## src/rtl/nibreg_pkg.sv

```systemverilog
// Shared opcodes, mode command codes, status bit positions and the decoded
// access record used between the command decoder and the register bank.
package nibreg_pkg;

    localparam logic [3:0] OP_ADDR_LO  = 4'h0;
    localparam logic [3:0] OP_ADDR_HI  = 4'h1;
    localparam logic [3:0] OP_DATA_LO  = 4'h2;
    localparam logic [3:0] OP_DATA_WR  = 4'h3;
    localparam logic [3:0] OP_READ     = 4'h4;
    localparam logic [3:0] OP_READ_INC = 4'h5;

    localparam logic [7:0] MODE_START  = 8'h0D;
    localparam logic [7:0] MODE_STOP   = 8'h11;
    localparam logic [7:0] MODE_RDBACK = 8'h02;

    localparam int STAT_RUN_BIT  = 0;
    localparam int STAT_RDB_BIT  = 1;
    localparam int STAT_TRIG_BIT = 5;

    typedef struct packed {
        logic       wr;
        logic       rd;
        logic [7:0] addr;
        logic [7:0] data;
    } reg_acc_t;

endpackage

```

## src/rtl/nibreg_cmd.sv

```systemverilog
// Command decoder: splits each accepted byte into opcode and payload, keeps
// the register pointer and the pending low data nibble, and issues one
// register access per accepted write or read command.
// Assumes take is high only in cycles where a command byte is handed over.
module nibreg_cmd
    import nibreg_pkg::*;
(
    input  logic       clk,
    input  logic       rst_n,
    input  logic       take,
    input  logic [7:0] cmd_byte,
    output reg_acc_t   acc
);

    logic [3:0] op;
    logic [3:0] nib;
    logic [7:0] ptr;
    logic [3:0] lo_q;
    logic       is_rd;
    logic       is_step;

    assign op  = cmd_byte[7:4];
    assign nib = cmd_byte[3:0];

    // Classify read commands and commands that advance the pointer.
    always_comb begin
        is_rd   = (op == OP_READ) || (op == OP_READ_INC);
        is_step = (op == OP_READ_INC) || (op == OP_DATA_WR);
    end

    // Pointer and pending-nibble state, updated only by recognised opcodes.
    always_ff @(posedge clk) begin
        if (!rst_n) begin
            ptr  <= 8'h00;
            lo_q <= 4'h0;
        end else if (take) begin
            case (op)
                OP_ADDR_LO: ptr[3:0] <= nib;
                OP_ADDR_HI: ptr[7:4] <= nib;
                OP_DATA_LO: lo_q     <= nib;
                default: begin
                    if (is_step) ptr <= ptr + 8'd1;
                end
            endcase
        end
    end

    // Access record presented to the register bank in the acceptance cycle.
    always_comb begin
        acc.wr   = take && (op == OP_DATA_WR);
        acc.rd   = take && is_rd;
        acc.addr = ptr;
        acc.data = {nib, lo_q};
    end


    step_read_chk: assert property (@(posedge clk) disable iff (!rst_n)
        (take && op == OP_READ_INC) |=> (ptr == $past(ptr) + 8'd1));


    plain_read_chk: assert property (@(posedge clk) disable iff (!rst_n)
        (take && op == OP_READ) |=> $stable(ptr));


    bad_op_chk: assert property (@(posedge clk) disable iff (!rst_n)
        (take && op > OP_READ_INC) |=> ($stable(ptr) && $stable(lo_q)));


    addr_hi_chk: assert property (@(posedge clk) disable iff (!rst_n)
        (take && op == OP_ADDR_HI) |=> (ptr[3:0] == $past(ptr[3:0])));

endmodule

```

## src/rtl/nibreg_regs.sv

```systemverilog
// Register bank: position snapshot, mode state with its status byte, and a
// parameterised bank of configuration bytes. Provides the combinational read
// byte for the address carried in the access record.
// Assumes POS_W is a multiple of 8 and all addresses fit in 8 bits.
module nibreg_regs
    import nibreg_pkg::*;
#(
    parameter int POS_W     = 24,
    parameter int CFG_BYTES = 4,
    parameter int CFG_BASE  = 8
) (
    input  logic                   clk,
    input  logic                   rst_n,
    input  reg_acc_t               acc,
    input  logic [POS_W-1:0]       cap_trig_pos,
    input  logic [POS_W-1:0]       cap_stop_pos,
    input  logic                   cap_triggered,
    output logic [7:0]             rd_data,
    output logic                   run,
    output logic                   rdback,
    output logic [8*CFG_BYTES-1:0] cfg_out
);

    localparam int         POS_BYTES = POS_W / 8;
    localparam int         STOP_BASE = POS_BYTES;
    localparam logic [7:0] MODE_ADDR = 8'(2 * POS_BYTES);

    logic [POS_W-9:0] snap_trig;
    logic [POS_W-1:0] snap_stop;
    logic             trig_seen;
    logic [7:0]       status;
    logic             mode_wr;
    logic             snap_take;

    assign mode_wr   = acc.wr && (acc.addr == MODE_ADDR);
    assign snap_take = acc.rd && (acc.addr == 8'h00);

    // Snapshot both positions when the first trigger byte is read.
    always_ff @(posedge clk) begin
        if (!rst_n) begin
            snap_trig <= '0;
            snap_stop <= '0;
        end else if (snap_take) begin
            snap_trig <= cap_trig_pos[POS_W-1:8];
            snap_stop <= cap_stop_pos;
        end
    end

    // Mode state driven by the three recognised command values.
    always_ff @(posedge clk) begin
        if (!rst_n) begin
            run    <= 1'b0;
            rdback <= 1'b0;
        end else if (mode_wr) begin
            case (acc.data)
                MODE_START: begin
                    run    <= 1'b1;
                    rdback <= 1'b0;
                end
                MODE_STOP:   run    <= 1'b0;
                MODE_RDBACK: rdback <= 1'b1;
                default: ;
            endcase
        end
    end

    // Sticky trigger flag: cleared by a start command, set while running.
    always_ff @(posedge clk) begin
        if (!rst_n) begin
            trig_seen <= 1'b0;
        end else if (mode_wr && acc.data == MODE_START) begin
            trig_seen <= 1'b0;
        end else if (run && cap_triggered) begin
            trig_seen <= 1'b1;
        end
    end

    // Status byte assembled from mode state.
    always_comb begin
        status                = 8'h00;
        status[STAT_RUN_BIT]  = run;
        status[STAT_RDB_BIT]  = rdback;
        status[STAT_TRIG_BIT] = trig_seen;
    end

    // Configuration bytes, one register per byte.
    for (genvar g = 0; g < CFG_BYTES; g++) begin : g_cfg
        localparam logic [7:0] ADDR = 8'(CFG_BASE + g);
        logic [7:0] cfg_q;

        // Load this byte on a write to its address.
        always_ff @(posedge clk) begin
            if (!rst_n) begin
                cfg_q <= 8'h00;
            end else if (acc.wr && acc.addr == ADDR) begin
                cfg_q <= acc.data;
            end
        end

        assign cfg_out[8*g +: 8] = cfg_q;


        cfg_wr_chk: assert property (@(posedge clk) disable iff (!rst_n)
            (acc.wr && acc.addr == ADDR) |=> (cfg_out[8*g +: 8] == $past(acc.data)));
    end

    // Read multiplexer: unmapped addresses fall through to zero.
    always_comb begin
        rd_data = 8'h00;
        if (acc.addr == 8'h00) rd_data = cap_trig_pos[7:0];
        for (int i = 1; i < POS_BYTES; i++) begin
            if (acc.addr == 8'(i)) rd_data = snap_trig[8*(i-1) +: 8];
        end
        for (int i = 0; i < POS_BYTES; i++) begin
            if (acc.addr == 8'(STOP_BASE + i)) rd_data = snap_stop[8*i +: 8];
        end
        if (acc.addr == MODE_ADDR) rd_data = status;
        for (int i = 0; i < CFG_BYTES; i++) begin
            if (acc.addr == 8'(CFG_BASE + i)) rd_data = cfg_out[8*i +: 8];
        end
    end


    start_chk: assert property (@(posedge clk) disable iff (!rst_n)
        (mode_wr && acc.data == MODE_START) |=> (run && !rdback && !trig_seen));


    stop_chk: assert property (@(posedge clk) disable iff (!rst_n)
        (mode_wr && acc.data == MODE_STOP) |=> !run);


    trig_flag_chk: assert property (@(posedge clk) disable iff (!rst_n)
        $rose(trig_seen) |-> ($past(run) && $past(cap_triggered)));


    snap_hold_chk: assert property (@(posedge clk) disable iff (!rst_n)
        !snap_take |=> $stable(snap_stop));

endmodule

```

## src/rtl/nibreg_rsp.sv

```systemverilog
// Response slot: a single holding register for read results. It reports
// whether a new read may be accepted this cycle, which is true when the slot
// is empty or is being emptied in the same cycle.
module nibreg_rsp (
    input  logic       clk,
    input  logic       rst_n,
    input  logic       load,
    input  logic [7:0] din,
    input  logic       rsp_ready,
    output logic       rsp_valid,
    output logic [7:0] rsp_byte,
    output logic       can_take
);

    assign can_take = !rsp_valid || rsp_ready;

    // Fill on a read, empty on handoff; a fill wins when both happen.
    always_ff @(posedge clk) begin
        if (!rst_n) begin
            rsp_valid <= 1'b0;
            rsp_byte  <= 8'h00;
        end else if (load) begin
            rsp_valid <= 1'b1;
            rsp_byte  <= din;
        end else if (rsp_ready) begin
            rsp_valid <= 1'b0;
        end
    end


    rsp_hold_chk: assert property (@(posedge clk) disable iff (!rst_n)
        (rsp_valid && !rsp_ready) |=> (rsp_valid && $stable(rsp_byte)));

endmodule

```

## src/rtl/nibreg_port.sv

```systemverilog
// Top level: command handshake, decoder, register bank and response slot.
// A command is taken whenever the response slot can absorb a possible read.
module nibreg_port
    import nibreg_pkg::*;
#(
    parameter int POS_W     = 24,
    parameter int CFG_BYTES = 4,
    parameter int CFG_BASE  = 8
) (
    input  logic                   clk,
    input  logic                   rst_n,
    input  logic                   cmd_valid,
    output logic                   cmd_ready,
    input  logic [7:0]             cmd_byte,
    output logic                   rsp_valid,
    input  logic                   rsp_ready,
    output logic [7:0]             rsp_byte,
    input  logic [POS_W-1:0]       cap_trig_pos,
    input  logic [POS_W-1:0]       cap_stop_pos,
    input  logic                   cap_triggered,
    output logic                   cap_run,
    output logic                   cap_readback,
    output logic [8*CFG_BYTES-1:0] cfg_out
);

    reg_acc_t   acc;
    logic       take;
    logic [7:0] rd_data;
    logic       can_take;

    assign cmd_ready = can_take;
    assign take      = cmd_valid && cmd_ready;

    nibreg_cmd u_cmd (
        .clk      (clk),
        .rst_n    (rst_n),
        .take     (take),
        .cmd_byte (cmd_byte),
        .acc      (acc)
    );

    nibreg_regs #(
        .POS_W     (POS_W),
        .CFG_BYTES (CFG_BYTES),
        .CFG_BASE  (CFG_BASE)
    ) u_regs (
        .clk           (clk),
        .rst_n         (rst_n),
        .acc           (acc),
        .cap_trig_pos  (cap_trig_pos),
        .cap_stop_pos  (cap_stop_pos),
        .cap_triggered (cap_triggered),
        .rd_data       (rd_data),
        .run           (cap_run),
        .rdback        (cap_readback),
        .cfg_out       (cfg_out)
    );

    nibreg_rsp u_rsp (
        .clk       (clk),
        .rst_n     (rst_n),
        .load      (acc.rd),
        .din       (rd_data),
        .rsp_ready (rsp_ready),
        .rsp_valid (rsp_valid),
        .rsp_byte  (rsp_byte),
        .can_take  (can_take)
    );


    read_rsp_chk: assert property (@(posedge clk) disable iff (!rst_n)
        (take && (cmd_byte[7:4] == OP_READ || cmd_byte[7:4] == OP_READ_INC)) |=> rsp_valid);


    bad_no_rsp_chk: assert property (@(posedge clk) disable iff (!rst_n)
        (take && cmd_byte[7:4] > OP_READ_INC && !rsp_valid) |=> !rsp_valid);

endmodule

```

## config.mk

```make
export PLATFORM = sky130hd
export DESIGN_NAME = nibreg_port
export DESIGN_NICKNAME = d
export VERILOG_FILES = /design/src/rtl/nibreg_pkg.sv /design/src/rtl/nibreg_cmd.sv /design/src/rtl/nibreg_regs.sv /design/src/rtl/nibreg_rsp.sv /design/src/rtl/nibreg_port.sv
export SDC_FILE = /design/constraint.sdc
export NUM_CORES = 1
export LEC_CHECK = 0
export ABC_CLOCK_PERIOD_IN_PS = 1980
export BUFFER_PORTS_ARGS = -buffer_cell sky130_fd_sc_hd__buf_2
export CORE_UTILIZATION = 50
export CTS_CLUSTER_SIZE = 8
export DETAILED_ROUTE_END_ITERATION = 10
export PLACE_DENSITY = 0.79
export SYNTH_ARGS = -nofsm -noshare
export SYNTH_HDL_FRONTEND = slang
export SYNTH_SLANG_ARGS = --single-unit
```

## constraint.sdc

```tcl
create_clock -name clk -period 1.98 [get_ports clk]
set_input_delay 0.198 -clock clk [delete_from_list [all_inputs] [get_ports clk]]
set_output_delay 0.198 -clock clk [all_outputs]
set_load 0.02 [all_outputs]
```

==> out/metrics.yaml, run 1 <==
run_status:
  status: "finished, violations left"
  violations: "negative setup slack"
placed_design:
  placed_area_sq_um: 6070
  portBuffers: 104
  gp_congestion: 0.976
  dp_hpwl_mm: 12.5
  dp_slack_ns: -0.158
  dp.cells: 917
clocking:
  cts_tree: "built"
  clock-root-buffer: "clkbuf_8"
  clk_path_buf_depth: 2
  clk_latency_ns: 0.40
  htree_levels: 3
  cts_made_buffers: 9
  cts_sinks: 96
  clkSlewWorstSetupHoldPaths_ns: 0.10
layout:
  stdcell_count: 946
  fin_util_pct: 69.2
  layout-drive-gt1-share_pct: 33.1
  final_common_cell: "nand2_1"
  final_area_sq_um: 6740
  nets: 875
  fill_cells: 819
  n_antenna_cell: 0
  seq_area_sq_um: 1930
  multi_input_area_sq_um: 3050
  syn2layout_area_growth_pct: 34.7
  layout_common_cells: "nand2_1, buf_2, dfxtp_1, a21oi_1, buf_4"
global_routing:
  overflow: 0
  grt_antenna_before_repair: 0
  grt_pass1_wl_mm: 26.0
  grt_pass1_vias: 5091
  grt_max_degree: 41
  grt_usage_pct: 32.8
synthesis:
  async_reset_ff_share_pct: 0
  netlist.area_leader.share_pct: 38.4
  synth.top_cells.by_area: "dfxtp_1, nand2_1, a21oi_1"
  ys_seq_area_share_pct: 38.4
  synth_area_sq_um: 5000
  synth_edf_count: 0
  synth-main-ff-cell: "dfxtp_1"
  yosysWarnings: 0
  syn_nets: 731
  synth_cell_types: 68
  yosys.area.top_type: "dfxtp_1"
  ys_seq_elements: 96
  avgSynthCellArea_sq_um: 7.51
  syn-instance-count: 666
die:
  row_count: 36
  die_area_sq_um: 10400
  die_w_um: 102
  die_h_um: 102
  io_pins: 105
  core_sq_um: 9730
  start_util_pct: 51.4
drt:
  wl_met3_mm: 1.43
  wl_mm: 18.0
  ant_nets: 0
  wl_per_cell_um: 19.0
  route.detailed.drc: 0
  dr_wl_met2_mm: 8.27
  first_iter_violations: 450
  dr.max_layer_used: "met4"
  vias: 5634
  vias_per_cell: 5.96
  dr.pass1.iters: 5
  met1_length_mm: 7.82
power:
  vdd_ir_drop_max_mv: 0.534
  power_frac_clock_pct: 34.0
  switching_share_pct: 27.7
  internal_power_uw: 2800
  p_switching_uw: 1070
  combPwrFrac_pct: 15.0
  leakagePower_uw: 0.00269
  seq_power_share_pct: 51.1
  power_density_nw_per_um2: 575
setup_path:
  crit_type: "flip-flop to flip-flop"
  cp_max_fo: 11
  critPathCaptureType: "flip-flop"
  critPathRequiredTime_ns: 2.25
  arrival_ns: 2.31
  cp-start-kind: "flip-flop"
timing:
  fin_worst_skew_ns: 0.0148
  hold_violations: 0
  period_share_pct: 103
  drv_slew: 0
  setup_ws_ns: -0.0565
  fmax_ghz: 0.491
  timing.hold.ws_ns: 0.0393
  period_needed_ns: 2.04
  finalSetupViolations: 3
  rsz0062_at_grt: "true"
  maxSlewHeadroom_pct: 57.5
  worst_slew_pin_slew_ns: 0.629
min_path:
  hold_class: "primary input to flip-flop"
job:
  drv_cap: 0
## repair_timing
item | 4_1_cts | 5_1_grt
setup buffers | 3 | 6
hold buffers | 0 | 0
gates resized for setup | 15 | 59
gates cloned | 0 | 6
pin swaps | 3 | 28
setup endpoints to repair | 16 | 70
## final cells by class
class / count / share of cell area, %
multi-input cells: 499 / 45.3
well taps: 133 / 2.47
clock buffers: 9 / 1.84
inverters: 12 / 0.687
repair buffers: 192 / 20.3
flip-flops and latches: 96 / 28.6
clock inverters: 5 / 0.855
## path summary, 6_finish.rpt
check / startpoint / end / slack, ns / cells past startpoint
min reg2reg: u_regs.snap_stop[7]$_SDFFE_PN0P_ / u_regs.snap_stop[7]$_SDFFE_PN0P_ / 0.47 / 2
min: cap_trig_pos[20] / u_regs.snap_trig[12]$_SDFFE_PN0P_ / 0.04 / 3
max reg2reg: u_cmd.ptr[5]$_SDFFE_PN0P_ / u_rsp.rsp_byte[5]$_SDFFE_PN0P_ / -0.06 / 10
max: u_cmd.ptr[5]$_SDFFE_PN0P_ / u_rsp.rsp_byte[5]$_SDFFE_PN0P_ / -0.06 / 10
## worst max-delay path, cell delays in order (launching register included)
cell and delay, ns:
dfxtp_2 0.33, buf_4 0.15, nor4_4 0.28, buf_6 0.19, buf_4 0.13, buf_12 0.12, nand3_1 0.11, buf_4 0.16
nor3_1 0.22, or3_1 0.17, a21oi_1 0.06
## power groups by stage
stage | Sequential [uW] | Combinational, uW | Clock, uW
floorplan | 2020 | 258 | 0
global placement | 2020 | 476 | 0
detailed placement | 2020 | 485 | 0
CTS | 1970 | 501 | 1310
global route | 1980 | 619 | 1380
finish | 1980 | 580 | 1310
## cells in the mapped netlist (4+ instances only)
| cell type | instances |
|---|---|
| o21ai_0 | 20 |
| o211ai_1 | 6 |
| nand3_1 | 27 |
| nor3_1 | 18 |
| nand2_1 | 151 |
| nor2_1 | 42 |
| dfxtp_1 | 96 |
| a2bb2oi_1 | 6 |
| inv_1 | 10 |
| a21oi_1 | 91 |
| buf_2 | 17 |
| a2111oi_0 | 5 |
| o22ai_1 | 5 |
| clkbuf_1 | 38 |
| nor2b_1 | 7 |
| nand2b_1 | 7 |
| nand3b_1 | 7 |
| a211oi_1 | 8 |
| ha_1 | 4 |
| and3_1 | 6 |
| mux2i_1 | 13 |
| or3_1 | 9 |
| a221oi_1 | 7 |
## logic make-up (layout without fill, tap and decap cells)
| logic type | Yosys count | after routing | share of synthesized area [%] |
|---|---|---|---|
| xor gates and xnor gates | 1 | 1 | 0.175 |
| AOI/OAI and AO/OA | 180 | 180 | 22.6 |
| adders and majority gates | 4 | 4 | 1.00 |
| DFF | 96 | 96 | 38.4 |
| muxes | 13 | 13 | 2.60 |
| buffers and inverters | 71 | 218 | 6.06 |
| and+or+nand+nor | 301 | 301 | 29.1 |
## metrics by stage
stage	total power (uW)	setup TNS, ns
after floorplan	2270	0
after global placement	2490	-0.147
after detailed placement	2500	-0.613
after CTS	3780	-0.00816
after global routing	3980	-0.485
final	3870	-0.0976
## routing by layer
metal | global-route usage [%] | up-vias
met3 | 6.50 | 40
met1 | 43.7 | 2693
met2 | 51.0 | 279
met5 | 0 | -
li1 | - | 2622
met4 | 15.5 | 0
## state kept, by name (all words and copies together), names as in the netlist, 4 cells and up
name and cells:
u_cmd.lo_q 4, u_rsp.rsp_byte 8, u_regs.g_cfg.cfg_q 32, u_cmd.ptr 8, u_regs.snap_trig 16, u_regs.snap_stop 24
(Power assumes the default switching activity.)
==> run 2: changes to the inputs <==
- ABC_AREA: default -> 1
- CTS_BUF_LIST: default -> sky130_fd_sc_hd__clkbuf_8
- PLACE_DENSITY: 0.79 -> 0.8
==> out/metrics.yaml, run 2 <==
run_status:
  status: "complete, no violations"
timing:
  fin_worst_skew_ns: 0.0119  # -0.00291 ns
  finalSetupViolations: 0  # -3
  timing.hold.ws_ns: 0.0448  # +0.00541 ns
  tns_ns: 0  # +0.0976 ns
  fmax_ghz: 0.532  # +8.3%
  rsz0062_at_grt: "true"
  drv_slew: 0  # unchanged
  hold_violations: 0  # unchanged
  maxSlewHeadroom_pct: 65.0  # +7.5 points
  worst_slew_pin_slew_ns: 0.524  # -0.105 ns
  period_needed_ns: 1.88  # -0.156 ns
  period_share_pct: 95.0  # -7.9 points
clocking:
  cts_sinks: 96  # unchanged
  clk_latency_ns: 0.37  # -0.03 ns
  cts_tree: "built"
  clock-root-buffer: "clkbuf_8"
  cts_made_buffers: 9  # unchanged
  cts_hold_buf: 0  # unchanged
  clkSlewWorstSetupHoldPaths_ns: 0.10  # about the same
  htree_levels: 3  # unchanged
  clk_path_buf_depth: 2  # unchanged
min_path:
  worst_hold_path.endpoint: "u_regs.snap_stop[18]$_SDFFE_PN0P_"
  worstHoldStart: "cap_stop_pos[18]"
  hold_class: "primary input to flip-flop"
  hold_depth: 3  # unchanged
placed_design:
  portBuffers: 104  # unchanged
  placed_area_sq_um: 5220  # -14%
  dp.cells: 849  # -7.4%
  gp_congestion: 0.960  # -1.6%
  dp_hpwl_mm: 9.41  # -25%
setup_path:
  critPathMaxStageDelay_ns: 0.38  # +0.05 ns
  r2r_cells: 16  # +6
  cp_max_fo: 5  # -6
  r2r_end: "u_rsp.rsp_byte[5]$_SDFFE_PN0P_"
  critPathRequiredTime_ns: 2.29  # +0.04 ns
  arrival_ns: 2.19  # -0.12 ns
  cp-start-kind: "flip-flop"
  cp_cell_sequence: "inv_4 -> ha_2 -> nand2_2 -> nor2_4 -> nand2_2 -> a21oi_2 -> o21ai_0 -> nand2_1 -> nand2_1 -> nand3_1 -> nand2_1 -> nand2_1 -> nand2_1 -> nand2_1 -> nand2_1 -> a21oi_2"
  path_common_cell: "nand2_1"
  regToRegSetupSlack_ns: 0.1  # +0.16 ns
  crit_type: "flip-flop to flip-flop"
  r2r-start: "u_cmd.ptr[0]$_SDFFE_PN0P_"
  critPathCaptureType: "flip-flop"
  critPathSlowestCell: "dfxtp_4"
synthesis:
  synth.top_cells.by_area: "dfxtp_1, nor2_1, o21ai_0"
  synth_area_sq_um: 4560  # -8.8%
  ys_seq_elements: 96  # unchanged
  synth_cell_types: 35  # -49%
  ys_seq_area_share_pct: 42.2  # +3.7 points
  yosysWarnings: 0  # unchanged
  async_reset_ff_share_pct: 0  # unchanged
  synth_edf_count: 0  # unchanged
  yosysMostFrequentCell: "nor2_1"
  syn-instance-count: 648  # -2.7%
  netlist.area_leader.share_pct: 42.2  # +3.7 points
  yosys.area.top_type: "dfxtp_1"
  syn_nets: 713  # -2.5%
  synth-main-ff-cell: "dfxtp_1"
  yosys-top-cells-count: "nor2_1, dfxtp_1, nand2_1"
  avgSynthCellArea_sq_um: 7.03  # -6.3%
layout:
  syn2layout_area_growth_pct: 22.9
  final_common_cell: "nor2_1"
  fin_util_pct: 63.9  # -5.3 points
  nets: 830  # -5.1%
  n_antenna_cell: 0  # unchanged
  reg_top3: "u_regs.g_cfg.cfg_q (32), u_regs.snap_stop (24), u_regs.snap_trig (16)"
  layout_common_cells: "nor2_1, buf_2, dfxtp_1, o21ai_0, nand2_1"
  stdcell_count: 878  # -7.2%
  layout-drive-gt1-share_pct: 26.6  # -6.5 points
  regMostFlops: "u_regs.g_cfg.cfg_q"
  final_area_sq_um: 5600  # -17%
  largest_reg_flops: 32  # unchanged
global_routing:
  grt_pass1_wl_mm: 21.0  # -19%
  grt_antenna_before_repair: 0  # unchanged
  grt_pass1_vias: 4458  # -12%
  grt_max_degree: 58  # +41%
  grt_usage_pct: 27.2  # -5.6 points
  overflow: 0  # unchanged
power:
  leakagePower_uw: 0.00263  # -2.4%
  power_density_nw_per_um2: 675  # +18%
  vdd_ir_drop_max_mv: 0.317  # -41%
drt:
  ant_nets: 0  # unchanged
  first_iter_violations: 351  # -22%
  wl_mm: 13.0  # -28%
  wl_per_cell_um: 14.8  # -22%
  route.detailed.drc: 0  # unchanged
  vias: 4890  # -13%
  vias_per_cell: 5.57  # -6.5%
  dr.pass1.iters: 5  # unchanged
job:
  drv_cap: 0  # unchanged
die:
  core_sq_um: 8760  # -9.9%
  die_area_sq_um: 9500  # -8.7%
  io_pins: 105  # unchanged
  start_util_pct: 52.0  # +0.62 points
  die_h_um: 97.5  # -4.4%
  row_count: 34  # -5.6%
  die_w_um: 97.5  # -4.4%
-- run 2: report_power, final --
| part | switching (uW) | internal [uW] |
|---|---|---|
| logic | 297 | 195 |
| clock network | 704 | 584 |
| registers | 30.8 | 1970 |
-- run 2: what timing repair did --
action	CTS	global route
setup endpoints to repair	0	21
gates resized for setup	0	29
setup buffers	0	12
endpoints found under the hold margin	0	0
-- run 2: cell families (layout without fill, tap and decap cells) --
group | Yosys count | in the layout | synth area share [%]
AO/OA/AOI/OAI | 198 | 198 | 22.5
flip-flops | 96 | 96 | 42.2
AND/OR/NAND/NOR | 273 | 274 | 26.8
buffers and inverters | 74 | 195 | 6.86
adder cells (fa/ha/maj) | 4 | 4 | 1.10
XOR/XNOR | 3 | 3 | 0.577
-- run 2: worst max-delay path: cells and delay by family (launching register included) --
family	cells	cell delay [ns]
adder cells (fa/ha/maj)	1	0.18
AND/OR/NAND/NOR	11	0.89
buffers and inverters	1	0.07
flip-flops	1	0.38
AO/OA/AOI/OAI	3	0.30
-- run 2: worst max-delay path by stage --
stage               depth (start not counted)                          endpoint                    startpoint
floorplan                                   9  u_regs.snap_stop[0]$_SDFFE_PN0P_  u_rsp.rsp_valid$_SDFFE_PN0P_
global placement                           13    u_rsp.rsp_byte[5]$_SDFFE_PN0P_     u_cmd.ptr[0]$_SDFFE_PN0P_
finish                                     16    u_rsp.rsp_byte[5]$_SDFFE_PN0P_     u_cmd.ptr[0]$_SDFFE_PN0P_
CTS                                        16    u_rsp.rsp_byte[5]$_SDFFE_PN0P_     u_cmd.ptr[0]$_SDFFE_PN0P_
global route                               16    u_rsp.rsp_byte[0]$_SDFFE_PN0P_     u_cmd.ptr[0]$_SDFFE_PN0P_
detailed placement                         16    u_rsp.rsp_byte[0]$_SDFFE_PN0P_     u_cmd.ptr[0]$_SDFFE_PN0P_
-- run 2: area by class of cell --
type	instances	area [sq um]
clock buffers	9	124
clock inverters	7	71.3
fillers	787	3160
inverters	48	188
multi-input cells	479	2390
flip-flops and latches	96	1930
well taps	108	135
repair buffers	131	761
-- run 2: stage by stage --
stage                     setup WS [ns]  power [uW]
final                            0.0996        3780
after global placement           0.0873        2470
after detailed placement         0.0267        2480
after CTS                        0.0165        3740
after floorplan                   0.223        2320
after global routing            -0.0577        3940
-- run 2: routing by layer --
metal,part of all wire [%],track usage [%]
met1,44,36.4
met2,48,43.5
met3,6.9,5.68
met4,2.1,9.50
met5,0,0
